==> config.mk <==
export PLATFORM = sky130hd
export DESIGN_NAME = mframe_gen
export DESIGN_NICKNAME = d
export VERILOG_FILES = /design/src/rtl/mfg_pkg.sv /design/src/rtl/mfg_sequencer.sv /design/src/rtl/mfg_gate.sv /design/src/rtl/mfg_assembler.sv /design/src/rtl/mframe_gen.sv
export SDC_FILE = /design/constraint.sdc
export NUM_CORES = 1
export LEC_CHECK = 0
export CAP_MARGIN = 20
export CORE_MARGIN = 1.5
export CORE_UTILIZATION = 37
export DETAILED_ROUTE_END_ITERATION = 8
export PLACE_DENSITY = 0.87
export REMOVE_ABC_BUFFERS = 1
export SLEW_MARGIN = 10
export SYNTH_ARGS = -nofsm -noshare
export SYNTH_HDL_FRONTEND = slang
export SYNTH_SLANG_ARGS = --single-unit
==> constraint.sdc <==
create_clock -name clk -period 3.2 [get_ports clk]
set_clock_uncertainty 0.1 [all_clocks]
set_input_delay 0.64 -clock clk [delete_from_list [all_inputs] [get_ports clk]]
set_output_delay 0.64 -clock clk [all_outputs]
set_load 0.02 [all_outputs]
==> src/rtl/mfg_pkg.sv <==
package mfg_pkg;

   localparam int WORD_W = 64;
   localparam int HDR_W  = 3;
   localparam int TYPE_W = 6;
   localparam int BODY_W = WORD_W - TYPE_W;
   localparam int STAT_W = 2;
   localparam int STAT_LSB = 32;
   localparam int CHK_W  = 32;

   localparam logic [HDR_W-1:0] HDR_CTL  = 3'b010;
   localparam logic [HDR_W-1:0] HDR_DATA = 3'b001;
   localparam logic [HDR_W-1:0] HDR_IDLE = 3'b000;

   localparam logic [TYPE_W-1:0] TY_SYNC = 6'b011110;
   localparam logic [TYPE_W-1:0] TY_SCR  = 6'b001010;
   localparam logic [TYPE_W-1:0] TY_SKIP = 6'b000111;
   localparam logic [TYPE_W-1:0] TY_DIAG = 6'b011001;

   localparam logic [BODY_W-1:0] SYNC_BODY = {32'h78F6_78F6, 26'h1A5_5A5A};
   localparam logic [BODY_W-1:0] SKIP_BODY = 58'h21E_1E1E_1E1E_1E1E;

   typedef enum logic [1:0] {
      SL_SYNC = 2'd0,
      SL_SCR  = 2'd1,
      SL_PAY  = 2'd2,
      SL_DIAG = 2'd3
   } slot_e;

   function automatic logic [WORD_W-1:0] sync_word();
      return {TY_SYNC, SYNC_BODY};
   endfunction

   function automatic logic [WORD_W-1:0] skip_word();
      return {TY_SKIP, SKIP_BODY};
   endfunction

   function automatic logic [WORD_W-1:0] scr_word(input logic [BODY_W-1:0] st);
      return {TY_SCR, st};
   endfunction

   function automatic logic [WORD_W-1:0] diag_word(input logic [STAT_W-1:0] st);
      logic [WORD_W-1:0] w;
      w = '0;
      w[WORD_W-1 -: TYPE_W] = TY_DIAG;
      w[STAT_LSB +: STAT_W] = st;
      w[CHK_W-1:0]          = '0;
      return w;
   endfunction

endpackage

==> src/rtl/mfg_sequencer.sv <==
module mfg_sequencer
   import mfg_pkg::*;
#(
   parameter int FRAME_LEN = 16,
   localparam int POS_W = (FRAME_LEN > 1) ? $clog2(FRAME_LEN) : 1
) (
   input  logic             clk,
   input  logic             rst,
   output logic [POS_W-1:0] pos,
   output slot_e            slot,
   output logic             at_start
);

   localparam logic [POS_W-1:0] LAST = POS_W'(FRAME_LEN - 1);

   generate
      if (FRAME_LEN < 5) begin : g_len_bad
         $error("mfg_sequencer: FRAME_LEN must be at least 5");
      end
   endgenerate

   always_ff @(posedge clk) begin
      if (rst)
         pos <= '0;
      else if (pos == LAST)
         pos <= '0;
      else
         pos <= pos + 1'b1;
   end

   always_comb begin
      if (pos == '0)
         slot = SL_SYNC;
      else if (pos == POS_W'(1))
         slot = SL_SCR;
      else if (pos == LAST)
         slot = SL_DIAG;
      else
         slot = SL_PAY;
   end

   assign at_start = (pos == '0) && !rst;

endmodule

==> src/rtl/mfg_gate.sv <==
module mfg_gate
   import mfg_pkg::*;
(
   input  logic              clk,
   input  logic              rst,
   input  logic              at_start,
   input  slot_e             slot,
   input  logic              burst_en,
   input  logic [STAT_W-1:0] lane_status,
   output logic              burst_q,
   output logic [STAT_W-1:0] stat_q,
   output logic              rd_ready
);

   always_ff @(posedge clk) begin
      if (rst) begin
         burst_q <= 1'b0;
         stat_q  <= '0;
      end else if (at_start) begin
         burst_q <= burst_en;
         stat_q  <= lane_status;
      end
   end

   assign rd_ready = burst_q && (slot == SL_PAY) && !rst;

endmodule

==> src/rtl/mfg_assembler.sv <==
module mfg_assembler
   import mfg_pkg::*;
(
   input  logic              clk,
   input  logic              rst,
   input  slot_e             slot,
   input  logic              take,
   input  logic [WORD_W-1:0] pay_data,
   input  logic [BODY_W-1:0] scr_state,
   input  logic [STAT_W-1:0] stat_q,
   output logic [HDR_W-1:0]  tx_hdr,
   output logic [WORD_W-1:0] tx_data,
   output logic              frame_start
);

   logic [HDR_W-1:0]  nxt_hdr;
   logic [WORD_W-1:0] nxt_data;

   always_comb begin
      nxt_hdr  = HDR_CTL;
      nxt_data = skip_word();
      unique case (slot)
         SL_SYNC: nxt_data = sync_word();
         SL_SCR:  nxt_data = scr_word(scr_state);
         SL_DIAG: nxt_data = diag_word(stat_q);
         SL_PAY: begin
            if (take) begin
               nxt_hdr  = HDR_DATA;
               nxt_data = pay_data;
            end
         end
         default: nxt_data = skip_word();
      endcase
   end

   always_ff @(posedge clk) begin
      if (rst) begin
         tx_hdr      <= HDR_IDLE;
         tx_data     <= '0;
         frame_start <= 1'b0;
      end else begin
         tx_hdr      <= nxt_hdr;
         tx_data     <= nxt_data;
         frame_start <= (slot == SL_SYNC);
      end
   end

endmodule

==> src/rtl/mframe_gen.sv <==
module mframe_gen
   import mfg_pkg::*;
#(
   parameter int FRAME_LEN = 16
) (
   input  logic               clk,
   input  logic               rst,
   input  logic               burst_en,
   input  logic [1:0]         lane_status,
   input  logic [57:0]        scr_state,
   input  logic [63:0]        fifo_data,
   input  logic               fifo_valid,
   output logic               fifo_ready,
   output logic [2:0]         tx_hdr,
   output logic [63:0]        tx_data,
   output logic               frame_start
);

   localparam int POS_W = (FRAME_LEN > 1) ? $clog2(FRAME_LEN) : 1;

   generate
      if (WORD_W != 64 || BODY_W != 58 || HDR_W != 3) begin : g_fmt_bad
         $error("mframe_gen: word format constants out of range");
      end
   endgenerate

   logic [POS_W-1:0]  pos_w;
   slot_e             slot_w;
   logic              start_w;
   logic              burst_q;
   logic [STAT_W-1:0] stat_q;
   logic              take_w;

   mfg_sequencer #(.FRAME_LEN(FRAME_LEN)) u_seq (
      .clk      (clk),
      .rst      (rst),
      .pos      (pos_w),
      .slot     (slot_w),
      .at_start (start_w)
   );

   mfg_gate u_gate (
      .clk         (clk),
      .rst         (rst),
      .at_start    (start_w),
      .slot        (slot_w),
      .burst_en    (burst_en),
      .lane_status (lane_status),
      .burst_q     (burst_q),
      .stat_q      (stat_q),
      .rd_ready    (fifo_ready)
   );

   assign take_w = fifo_ready && fifo_valid;

   mfg_assembler u_asm (
      .clk         (clk),
      .rst         (rst),
      .slot        (slot_w),
      .take        (take_w),
      .pay_data    (fifo_data),
      .scr_state   (scr_state),
      .stat_q      (stat_q),
      .tx_hdr      (tx_hdr),
      .tx_data     (tx_data),
      .frame_start (frame_start)
   );

endmodule

==> results of run 1 <==
metrics by stage:
stage	hold slack (ns)	setup slack, ns	utilization (%)
6_report	0.399	0.302	68.9
3_3_place_gp	0.357	0.394	65.9
3_5_place_dp	0.373	0.397	66.1
5_1_grt	0.439	0.221	68.9
4_1_cts	0.394	0.276	68.9
2_1_floorplan	0.345	-0.320	-
logic make-up after synthesis:
kind of cell             Yosys count  share of synthesized area, %
multiplexers                       3                          1.09
buffers and inverters             33                          5.89
XOR/XNOR                           1                         0.317
flip-flops                        74                          53.6
adder cells (fa/ha/maj)            3                          1.36
AND/OR/NAND/NOR                   58                          10.0
other                              1                         0.136
AO/OA/AOI/OAI                    106                          27.5
sequential cells by signal, indices dropped and copies added, names as in the netlist:
signal and cells:
u_asm.tx_hdr 2, u_asm.tx_data 64, u_seq.pos 4, u_gate.burst_q 1, u_asm.frame_start 1, u_gate.stat_q 2
power by group through the flow:
stage / clock network [uW] / logic [uW] / registers (uW)
after global routing: 816 / 777 / 1070
after floorplan: 0 / 173 / 1210
after CTS: 776 / 735 / 1060
after detailed placement: 0 / 732 / 1080
final: 757 / 731 / 1060
after global placement: 0 / 712 / 1080
routing by layer:
layer	GRT usage, %	vias up	wire length, um
met4	11.5	0	213
met5	0	-	0
met2	41.2	147	4910
met3	7.57	22	925
met1	23.4	1365	3510
li1	-	1384	-
layout make-up:
cell class	count	area, um^2
timing repair buffer	205	2030
tap	99	124
clock buffer	12	135
fill	578	2260
sequential	74	1480
clock inverter	3	65.1
multi-input combinational	172	1130
inverter	6	22.5
cell usage after synthesis:
master | instances | share of area (%)
sky130_fd_sc_hd__a22o_1 | 9 | 2.9
sky130_fd_sc_hd__a211oi_4 | 1 | 0.72
sky130_fd_sc_hd__nand2_1 | 4 | 0.54
sky130_fd_sc_hd__a21oi_1 | 35 | 6.3
sky130_fd_sc_hd__o31a_1 | 1 | 0.32
sky130_fd_sc_hd__buf_4 | 2 | 0.54
sky130_fd_sc_hd__o32ai_1 | 2 | 0.63
sky130_fd_sc_hd__nor3b_2 | 1 | 0.45
sky130_fd_sc_hd__o21bai_1 | 2 | 0.54
sky130_fd_sc_hd__or4_1 | 1 | 0.27
sky130_fd_sc_hd__dfxtp_1 | 74 | 54
sky130_fd_sc_hd__and3_1 | 1 | 0.23
sky130_fd_sc_hd__inv_1 | 6 | 0.82
sky130_fd_sc_hd__mux2i_1 | 3 | 1.1
sky130_fd_sc_hd__and2_1 | 2 | 0.45
sky130_fd_sc_hd__or2_4 | 1 | 0.32
sky130_fd_sc_hd__nor2_1 | 39 | 5.3
sky130_fd_sc_hd__a31o_2 | 1 | 0.32
sky130_fd_sc_hd__o2bb2ai_1 | 35 | 11
sky130_fd_sc_hd__nor3b_1 | 1 | 0.27
sky130_fd_sc_hd__xnor2_1 | 1 | 0.32
sky130_fd_sc_hd__nand4_1 | 1 | 0.23
sky130_fd_sc_hd__buf_2 | 7 | 1.3
sky130_fd_sc_hd__nand3_1 | 3 | 0.54
sky130_fd_sc_hd__nor3_4 | 1 | 0.59
sky130_fd_sc_hd__or3b_4 | 1 | 0.41
sky130_fd_sc_hd__o22ai_1 | 13 | 2.9
sky130_fd_sc_hd__ha_1 | 3 | 1.4
sky130_fd_sc_hd__a41oi_1 | 1 | 0.32
sky130_fd_sc_hd__nor3_1 | 1 | 0.18
sky130_fd_sc_hd__o21ai_0 | 1 | 0.18
sky130_fd_sc_hd__clkbuf_1 | 14 | 1.9
sky130_fd_sc_hd__o311ai_1 | 1 | 0.32
sky130_fd_sc_hd__a211oi_1 | 1 | 0.27
sky130_fd_sc_hd__a31oi_1 | 3 | 0.68
sky130_fd_sc_hd__buf_1 | 1 | 0.14
sky130_fd_sc_hd__buf_6 | 3 | 1.2
sky130_fd_sc_hd__or3_1 | 1 | 0.23
sky130_fd_sc_hd__conb_1 | 1 | 0.14
worst max-delay path, cell delays in order (launching register included):
cell and delay, ns:
sky130_fd_sc_hd__dfxtp_1 0.39, sky130_fd_sc_hd__inv_1 0.08, sky130_fd_sc_hd__ha_1 0.22, sky130_fd_sc_hd__or2_4 0.25
sky130_fd_sc_hd__nand2_1 0.11, sky130_fd_sc_hd__and3_1 0.17, sky130_fd_sc_hd__clkdlybuf4s50_1 0.61
worst paths after layout:
| kind | startpoint | to |
|---|---|---|
| min | u_seq.pos[0]$_SDFF_PP0_ | u_seq.pos[0]$_SDFF_PP0_ |
| min reg2reg | u_seq.pos[0]$_SDFF_PP0_ | u_seq.pos[0]$_SDFF_PP0_ |
| max reg2reg | u_seq.pos[1]$_SDFF_PP0_ | u_asm.tx_data[44]$_SDFF_PP0_ |
| max | u_seq.pos[0]$_SDFF_PP0_ | fifo_ready |
==> results.md, run 1 <==
- Final min period: 2.90 ns
- num rows: 31
- worst path arrival time: 2.16 ns
- gp weighted congestion: 0.760
- worst IR drop on VDD: 0.248 mV
- portion of the clock cycle consumed by the worst path in the final layout: 90.6%
- CP Class: register to primary output
- cell-internal power: 1850 uW
- post-route non-filler standard cell count: 571
- Non-Filler Cell Area, Final: 5000 um^2
- total setup buffers inserted after CTS: 0
- # DRC: 0
- fraction of power spent switching nets: 27.5%
- setup slack of the most critical reg-to-reg path: 0.89 ns
- capturing element type of the critical path: primary output
- floorplan die area: 7990 um^2
- count of warnings emitted by yosys: 0
- worst-margin pin slew: 0.608 ns
- core region area: 7250 um^2
- antenna violations before repair: 0
- average wire per standard cell: 16.7 um
- ratio of cells with drive above 1 in the final layout: 6.14%
- number of instances on the worst hold path: 1
- HPWL after detailed placement: 7140 um
- die outline height: 89.4 um
- number of nets still failing antenna checks after routing: 0
- sequential group share of total power: 41.6%
- boundary pin count: 197
- clock-pin slew on the worst setup and hold paths: 0.07 ns
- outcome: finished clean
- sum of overflow across all layers after global routing: 0
- kind of start point of the critical path: register
- maximum operating frequency: 0.345 GHz
- starting utilization of the core area: 38.1%
- CP Data Required Time: 2.46 ns
- critical path peak fanout: 5
- Final Max Tran Viols: 0
- pin count of the biggest net entering global routing: 38
- Final nets: 599
- DP Area: 4800 um^2
- number of global-route vias before repair: 2,751
- Yosys cell types: 39
- share of total power in combinational logic: 28.7%
- total wirelength of the detailed-routed design: 9560 um
- max capacitance violation total: 0
- Hold Violations, Final: 0
- count of buffers inserted at the top-level ports: 195
- register area share after synthesis: 53.6%
- count of instances resized after the clock tree is built: 0
- Hold Crit Class: register to register
- DR vias/cell: 5.11
- number of levels the H-tree was split into: 3
- Worst-Skew Late Latency: 0.34 ns
- count of placed standard cells including taps: 556
- reported leakage power: 0.00190 uW
- post-synthesis cell count: 279
- number of endpoints failing setup at the final stage: 0
- Power, Total: 2550 uW
- mean instance size in the synthesized netlist: 9.90 um^2
- leading cell types in the layout, fill and taps excluded: sky130_fd_sc_hd__clkdlybuf4s50_1 (195), sky130_fd_sc_hd__dfxtp_1 (74), sky130_fd_sc_hd__nor2_1 (39)
- die boundary width: 89.4 um
- Layout Area Growth over Synthesis: 81.0%
- most frequent standard cell in the layout excluding fill and tap cells: sky130_fd_sc_hd__clkdlybuf4s50_1
- setup repair after global routing missed its margin: false
- worst reg2reg path depth: 7
- cell area power density: 511 nW/um^2
- clk root buf: sky130_fd_sc_hd__clkbuf_8
- clock tree from TritonCTS: done
- Max transition margin: 59.4%
- net switching power: 700 uW
- # diodes: 0
- cell area after technology mapping: 2760 um^2
- number of buffers added by the clock tree synthesis step: 9
- clock tree buffer depth: 2
- cts-stage hold buffer count: 0
- DR pass1 iterations: 4
- number of flip-flops and latches in the synthesized netlist: 74
- GR Util All Layers: 22.8%
- number of clock sinks seen by CTS: 74
- global-route wire length before repair: 13,400 um
- Fin Setup TNS: 0 ns
- number of vias after detailed routing: 2,918
- DR iter-0 viols: 102
- clock group share of total power: 29.7%
No activity file was read; power rests on OpenSTA's default activity.
==> run 2: changes to the inputs <==
--- a/config.mk
+++ b/config.mk
@@ -9,8 +9,9 @@
 export CORE_MARGIN = 1.5
 export CORE_UTILIZATION = 37
 export DETAILED_ROUTE_END_ITERATION = 8
-export PLACE_DENSITY = 0.87
+export PLACE_DENSITY_LB_ADDON = 0.1
 export REMOVE_ABC_BUFFERS = 1
+export SKIP_LAST_GASP = 1
 export SLEW_MARGIN = 10
 export SYNTH_ARGS = -nofsm -noshare
 export SYNTH_HDL_FRONTEND = slang
==> run 2 against run 1 <==
  * Combinational power down 0.7%
  * Cell count increased by 0.53%
  * Non-clock buffer count is 2 higher
  * Largest cell class unchanged
  * Core utilization is 0.62 points higher
  * Critical path depth unchanged
  * Sequential power is essentially flat
  * Routed wire length down 3.0%
  * Clock-buffer cell count is the same
  * Global-route usage shrank 1.0 points
  * Critical path type unchanged
  * Die area unchanged
==> results.md, run 2 (synthesized netlist as in run 1, its figures left out) <==
- outcome: finished clean
- total setup buffers inserted after CTS: 0
- number of buffers added by the clock tree synthesis step: 9
- boundary pin count: 197
- critical path peak fanout: 5
- net switching power: 723 uW
- global-route met1 utilization: 24.1%
- Power, Total: 2640 uW
- Layout Area Growth over Synthesis: 82.6%
- clock tree buffer depth: 2
- cell area power density: 524 nW/um^2
- leading cell types in the layout, fill and taps excluded: sky130_fd_sc_hd__clkdlybuf4s50_1 (195), sky130_fd_sc_hd__dfxtp_1 (74), sky130_fd_sc_hd__nor2_1 (39)
- die outline height: 89.4 um
- maximum operating frequency: 0.345 GHz
- worst path arrival time: 2.15 ns
- antenna violations before repair: 0
- share of total power in combinational logic: 27.5%
- clock group share of total power: 32.4%
- gp weighted congestion: 0.750
- utilization after layout: 69.5%
- clk root buf: sky130_fd_sc_hd__clkbuf_8
- cts-stage hold buffer count: 0
- portion of the clock cycle consumed by the worst path in the final layout: 90.5%
- Hold Violations, Final: 0
- setup repair after global routing missed its margin: false
- max capacitance violation total: 0
- reported leakage power: 0.00192 uW
- die boundary width: 89.4 um
- sum of overflow across all layers after global routing: 0
- capturing element type of the critical path: primary output
- number of nets still failing antenna checks after routing: 0
- number of global-route vias before repair: 2,556
- count of buffers inserted at the top-level ports: 195
- GR Util All Layers: 21.7%
- num rows: 31
- DR vias/cell: 4.84
- total wirelength of the detailed-routed design: 9270 um
- worst-margin pin slew: 0.628 ns
- floorplan die area: 7990 um^2
- largest incremental delay on the critical path: 0.60 ns
- core region area: 7250 um^2
- kind of start point of the critical path: register
- Max transition margin: 58.0%
- HPWL after detailed placement: 6830 um
- CP Data Required Time: 2.46 ns
- DR pass1 iterations: 4
- number of vias after detailed routing: 2,780
- number of levels the H-tree was split into: 3
- busiest metal layer after global routing: met2
- number of clock sinks seen by CTS: 74
- # diodes: 0
- met2 track demand over resource in global routing: 38.8%
- fraction of power spent switching nets: 27.4%
- Worst-Skew Late Latency: 0.34 ns
- Hold Crit Class: register to register
- global-route wire length before repair: 13,000 um
- DR iter-0 viols: 69
- ratio of cells with drive above 1 in the final layout: 7.37%
- slowest cell on the critical path: sky130_fd_sc_hd__clkdlybuf4s50_1
- Cell Chain, Critical Path: inv_1, ha_1, or2_4, nand2_1, and3_1, clkdlybuf4s50_1
- Final min period: 2.89 ns
- starting utilization of the core area: 38.1%
- cell-internal power: 1920 uW
- largest registers ranked by flip-flop count: u_asm.tx_data (64), u_seq.pos (4)
- number of endpoints failing setup at the final stage: 0
- pin count of the biggest net entering global routing: 38
- register ranked first by flip-flop count: u_asm.tx_data
- Largest register FFs: 64
- met3 GRT Util: 7.57%
- sequential group share of total power: 40.1%
- count of instances resized after the clock tree is built: 0
- CP Class: register to primary output
- worst IR drop on VDD: 0.261 mV
- clock tree from TritonCTS: done
- clock-pin slew on the worst setup and hold paths: 0.08 ns
- Final nets: 601
- most frequent standard cell in the layout excluding fill and tap cells: sky130_fd_sc_hd__clkdlybuf4s50_1
- Final Max Tran Viols: 0
- # DRC: 0
- average wire per standard cell: 16.2 um
- setup slack of the most critical reg-to-reg path: 0.83 ns
run 2: path summary, 6_finish.rpt:
path / to / cells past startpoint / from
worst min register to register: u_seq.pos[0]$_SDFF_PP0_ / 1 / u_seq.pos[0]$_SDFF_PP0_
worst max-delay path: fifo_ready / 6 / u_seq.pos[0]$_SDFF_PP0_
worst min-delay path: u_seq.pos[0]$_SDFF_PP0_ / 1 / u_seq.pos[0]$_SDFF_PP0_
worst max register to register: u_asm.tx_data[9]$_SDFF_PP0_ / 7 / u_seq.pos[0]$_SDFF_PP0_
run 2: layout make-up:
class	count	area, um^2
Clock buffer	12	165
Clock inverter	4	72.6
Fill cell	578	2210
Inverter	6	22.5
Multi-Input combinational cell	172	1130
Sequential cell	74	1480
Tap cell	99	124
Timing Repair Buffer	207	2040
run 2: power groups by stage:
stage | sequential [uW] | combinational [uW] | clock (uW)
after global routing | 1070 | 772 | 907
after CTS | 1060 | 732 | 869
after detailed placement | 1080 | 728 | 0
after global placement | 1080 | 720 | 0
final | 1060 | 726 | 856
after floorplan | 1210 | 173 | 0
run 2: per-stage QoR:
step,TNS [ns],hold slack [ns],cells,cell area [um^2],setup WS (ns)
final,0,0.393,574,5040,0.305
after global routing,0,0.425,574,5040,0.201
after CTS,0,0.401,574,5040,0.291
after detailed placement,0,0.382,558,4800,0.416
after global placement,0,0.365,558,4800,0.432
after floorplan,-7.76,0.345,252,2620,-0.320
run 2: metal layers:
layer	wire length, um	part of all wire [%]	vias up
met5	0	0	-
met4	90	0.97	0
met3	989	11	9
met2	4610	50	120
met1	3590	39	1263
li1	-	-	1388
run 2: worst max-delay path: cells and delay by family, from the launching register on:
| family | cells | cell delay, ns |
|---|---|---|
| fa+ha+maj | 1 | 0.21 |
| simple gates | 3 | 0.51 |
| flops | 1 | 0.40 |
| buf+inv | 2 | 0.68 |
==> run 3: changes to the inputs <==
--- a/config.mk
+++ b/config.mk
@@ -7,7 +7,7 @@
 export LEC_CHECK = 0
 export CAP_MARGIN = 20
 export CORE_MARGIN = 1.5
-export CORE_UTILIZATION = 37
+export CORE_UTILIZATION = 38
 export DETAILED_ROUTE_END_ITERATION = 8
 export PLACE_DENSITY_LB_ADDON = 0.1
 export REMOVE_ABC_BUFFERS = 1
@@ -15,4 +15,5 @@
 export SLEW_MARGIN = 10
 export SYNTH_ARGS = -nofsm -noshare
 export SYNTH_HDL_FRONTEND = slang
+export SYNTH_HIERARCHICAL = 1
 export SYNTH_SLANG_ARGS = --single-unit
==> run 3 against run 2 <==
  * Cell count is 5.6% higher
  * Routed wire length is 4.0% higher
  * First-iteration DRC count is 86% higher
  * Critical endpoint unchanged
==> results.md, run 3 <==
- share of total power in combinational logic: 26.7%
- Final Max Tran Viols: 0
- DP Area: 4810 um^2
- Max transition margin: 33.0%
- total wirelength of the detailed-routed design: 9640 um
- number of enable-type register cells in the synthesized netlist: 0
- worst IR drop on VDD: 0.279 mV
- Layout Area Growth over Synthesis: 75.1%
- Largest register FFs: 64
- maximum operating frequency: 0.366 GHz
- global-route wire length before repair: 14,900 um
- cell types with the largest area share after synthesis: sky130_fd_sc_hd__dfxtp_1 (51%), sky130_fd_sc_hd__a21oi_1 (9.0%), sky130_fd_sc_hd__o21bai_1 (8.1%)
- average wire per standard cell: 15.9 um
- setup repair after global routing missed its margin: false
- number of nets still failing antenna checks after routing: 0
- reported leakage power: 0.00188 uW
- num rows: 31
- antenna violations before repair: 0
- clock tree buffer depth: 2
- fraction of power spent switching nets: 26.6%
- fraction of synthesis flops using an asynchronous set or reset pin: 0%
- gp weighted congestion: 0.795
- Fin Setup TNS: 0 ns
- number of global-route vias before repair: 2,839
- post-synthesis mux area share: 1.04%
- max capacitance violation total: 0
- compound-cell area share of the yosys netlist: 27.5%
- # diodes: 0
- most frequent cell after synthesis: sky130_fd_sc_hd__dfxtp_1
- outcome: finished clean
- DR vias/cell: 4.93
- Hold Violations, Final: 0
- core region area: 7290 um^2
- HPWL after detailed placement: 6630 um
- count of warnings emitted by yosys: 6
- list of most frequent post-synthesis cells: sky130_fd_sc_hd__dfxtp_1 (74), sky130_fd_sc_hd__a21oi_1 (52), sky130_fd_sc_hd__nand2_1 (39)
- DR pass1 iterations: 4
- ratio of cells with drive above 1 in the final layout: 6.11%
- kind of start point of the critical path: register
- clock group share of total power: 32.9%
- number of clock sinks seen by CTS: 74
- pin count of the biggest net entering global routing: 74
- die outline height: 90.2 um
- capturing element type of the critical path: primary output
- number of buffers added by the clock tree synthesis step: 9
- CP Data Required Time: 2.46 ns
- mean instance size in the synthesized netlist: 8.99 um^2
- Worst-Skew Late Latency: 0.33 ns
- Final min period: 2.73 ns
- Cell Chain, Critical Path: ha_1, and3_1, a31o_2, nor3_1, dlymetal6s2s_1
- boundary pin count: 197
- Final nets: 633
- Yosys cell types: 36
- register ranked first by flip-flop count: u_asm/tx_data
- sum of overflow across all layers after global routing: 0
- CP Class: register to primary output
- cell area power density: 507 nW/um^2
- slowest cell on the critical path: sky130_fd_sc_hd__dfxtp_1
- GR Util All Layers: 23.2%
- area fraction of the dominant cell type after synthesis: 51.3%
- leading cell types in the layout, fill and taps excluded: sky130_fd_sc_hd__clkdlybuf4s50_1 (193), sky130_fd_sc_hd__dfxtp_1 (74), sky130_fd_sc_hd__a21oi_1 (52)
- Hold Crit Class: register to register
- largest registers ranked by flip-flop count: u_asm/tx_data (64), u_seq/pos (4)
- worst path arrival time: 1.99 ns
- clock tree from TritonCTS: done
- number of endpoints failing setup at the final stage: 0
- xor-xnor portion of the synthesized cell area: 0.303%
- critical path peak fanout: 11
- die boundary width: 90.2 um
- clk root buf: sky130_fd_sc_hd__clkbuf_8
- number of levels the H-tree was split into: 3
- Non-Filler Cell Area, Final: 5050 um^2
- portion of the clock cycle consumed by the worst path in the final layout: 85.5%
- cell area after technology mapping: 2890 um^2
- post-synthesis cell count: 321
- sequential group share of total power: 40.3%
- synthesized-area fraction occupied by and/or/nand/nor cells: 10.9%
- most frequent standard cell in the layout excluding fill and tap cells: sky130_fd_sc_hd__clkdlybuf4s50_1
- largest incremental delay on the critical path: 0.36 ns
- dominant combinational cell family by area after synthesis: compound AO/OA/AOI/OAI gates
- number of flip-flops and latches in the synthesized netlist: 74
- leading area contributor after synthesis: sky130_fd_sc_hd__dfxtp_1
- count of buffers inserted at the top-level ports: 195
- Adder-Cell Fraction of Synth Area: 1.30%
- net switching power: 682 uW
- floorplan die area: 8130 um^2
- DR iter-0 viols: 128
- top_reg_cell synth: sky130_fd_sc_hd__dfxtp_1
- number of vias after detailed routing: 2,988
- # DRC: 0
- register area share after synthesis: 51.3%
- starting utilization of the core area: 39.6%
- clock-pin slew on the worst setup and hold paths: 0.07 ns
- worst-margin pin slew: 1.00 ns
- cell-internal power: 1880 uW
## run 3: cell count changes in the layout (fill, tap and decap cells not counted), sizes merged, moves of 3 or more
cell,change
o22ai,-13
nand2,+35
a21oi,+17
nor2,-23
a22o,-9
a31oi,-3
nand3,-3
o21bai,+29
o21ai,+31
a32oi,+9
buf,-6
o2bb2ai,-35
## run 3: final cells by class
type,instances,area (um^2)
fillers,612,2240
repair buffers,200,1990
flip-flops and latches,74,1480
multi-input cells,209,1190
clock buffers,12,165
well taps,99,124
clock inverters,4,72.6
inverters,8,30.0
## run 3: path summary, 6_finish.rpt
check / start / to / slack [ns] / cells after the start
max: u_seq/pos[0]$_SDFF_PP0_ / fifo_ready / 0.47 / 5
min: u_gate/stat_q[1]$_SDFFE_PP0P_ / u_gate/stat_q[1]$_SDFFE_PP0P_ / 0.41 / 2
max reg2reg: u_seq/pos[0]$_SDFF_PP0_ / u_asm/tx_data[17]$_SDFF_PP0_ / 0.70 / 6
min reg2reg: u_gate/stat_q[1]$_SDFFE_PP0P_ / u_gate/stat_q[1]$_SDFFE_PP0P_ / 0.41 / 2
## run 3: routing by layer
metal | vias to the layer above | GRT usage (%) | routed length [um]
met5 | - | 0 | 0
met4 | 0 | 10.8 | 297
met3 | 23 | 6.35 | 794
met2 | 134 | 38.4 | 4610
met1 | 1362 | 27.7 | 3950
li1 | 1469 | - | -
## run 3: critical path: cells and delay by family, from the launching register on
kind / cells / cell delay [ns]
compound gates: 1 / 0.31
simple gates: 2 / 0.47
buf+inv: 1 / 0.26
flops: 1 / 0.36
fa+ha+maj: 1 / 0.26
## run 3: repair_timing
action / 4_1_cts / 5_1_grt
buffers inserted: 0 / 0
hold buffers: 0 / 0
endpoints found under the setup margin: 0 / 1
gates resized for setup: 0 / 1
## run 3: cells by family after synthesis
family / after synthesis
multiplexers: 3
AO/OA/AOI/OAI: 130
buffers and inverters: 38
adder cells (fa/ha/maj): 3
flip-flops: 74
XOR/XNOR: 1
AND/OR/NAND/NOR: 71
other: 1
## run 3: per-stage QoR
step                total power [uW]  instances  worst slack [ns]  hold WS (ns)  utilization, %
CTS                             2580        606            0.0400         0.407            69.3
global placement                1730        590             0.462         0.376            66.0
floorplan                       1350        291             -1.47         0.355               -
global route                    2670        606             0.305         0.449            69.3
detailed placement              1740        590             0.444         0.389            66.0
finish                          2560        606             0.465         0.406            69.3
## run 3: power by group through the flow
stage / combinational [uW] / clock [uW] / sequential [uW]
after detailed placement: 684 / 0 / 1060
after floorplan: 188 / 0 / 1160
after global routing: 729 / 900 / 1040
final: 685 / 844 / 1030
after CTS: 688 / 862 / 1030
after global placement: 675 / 0 / 1050
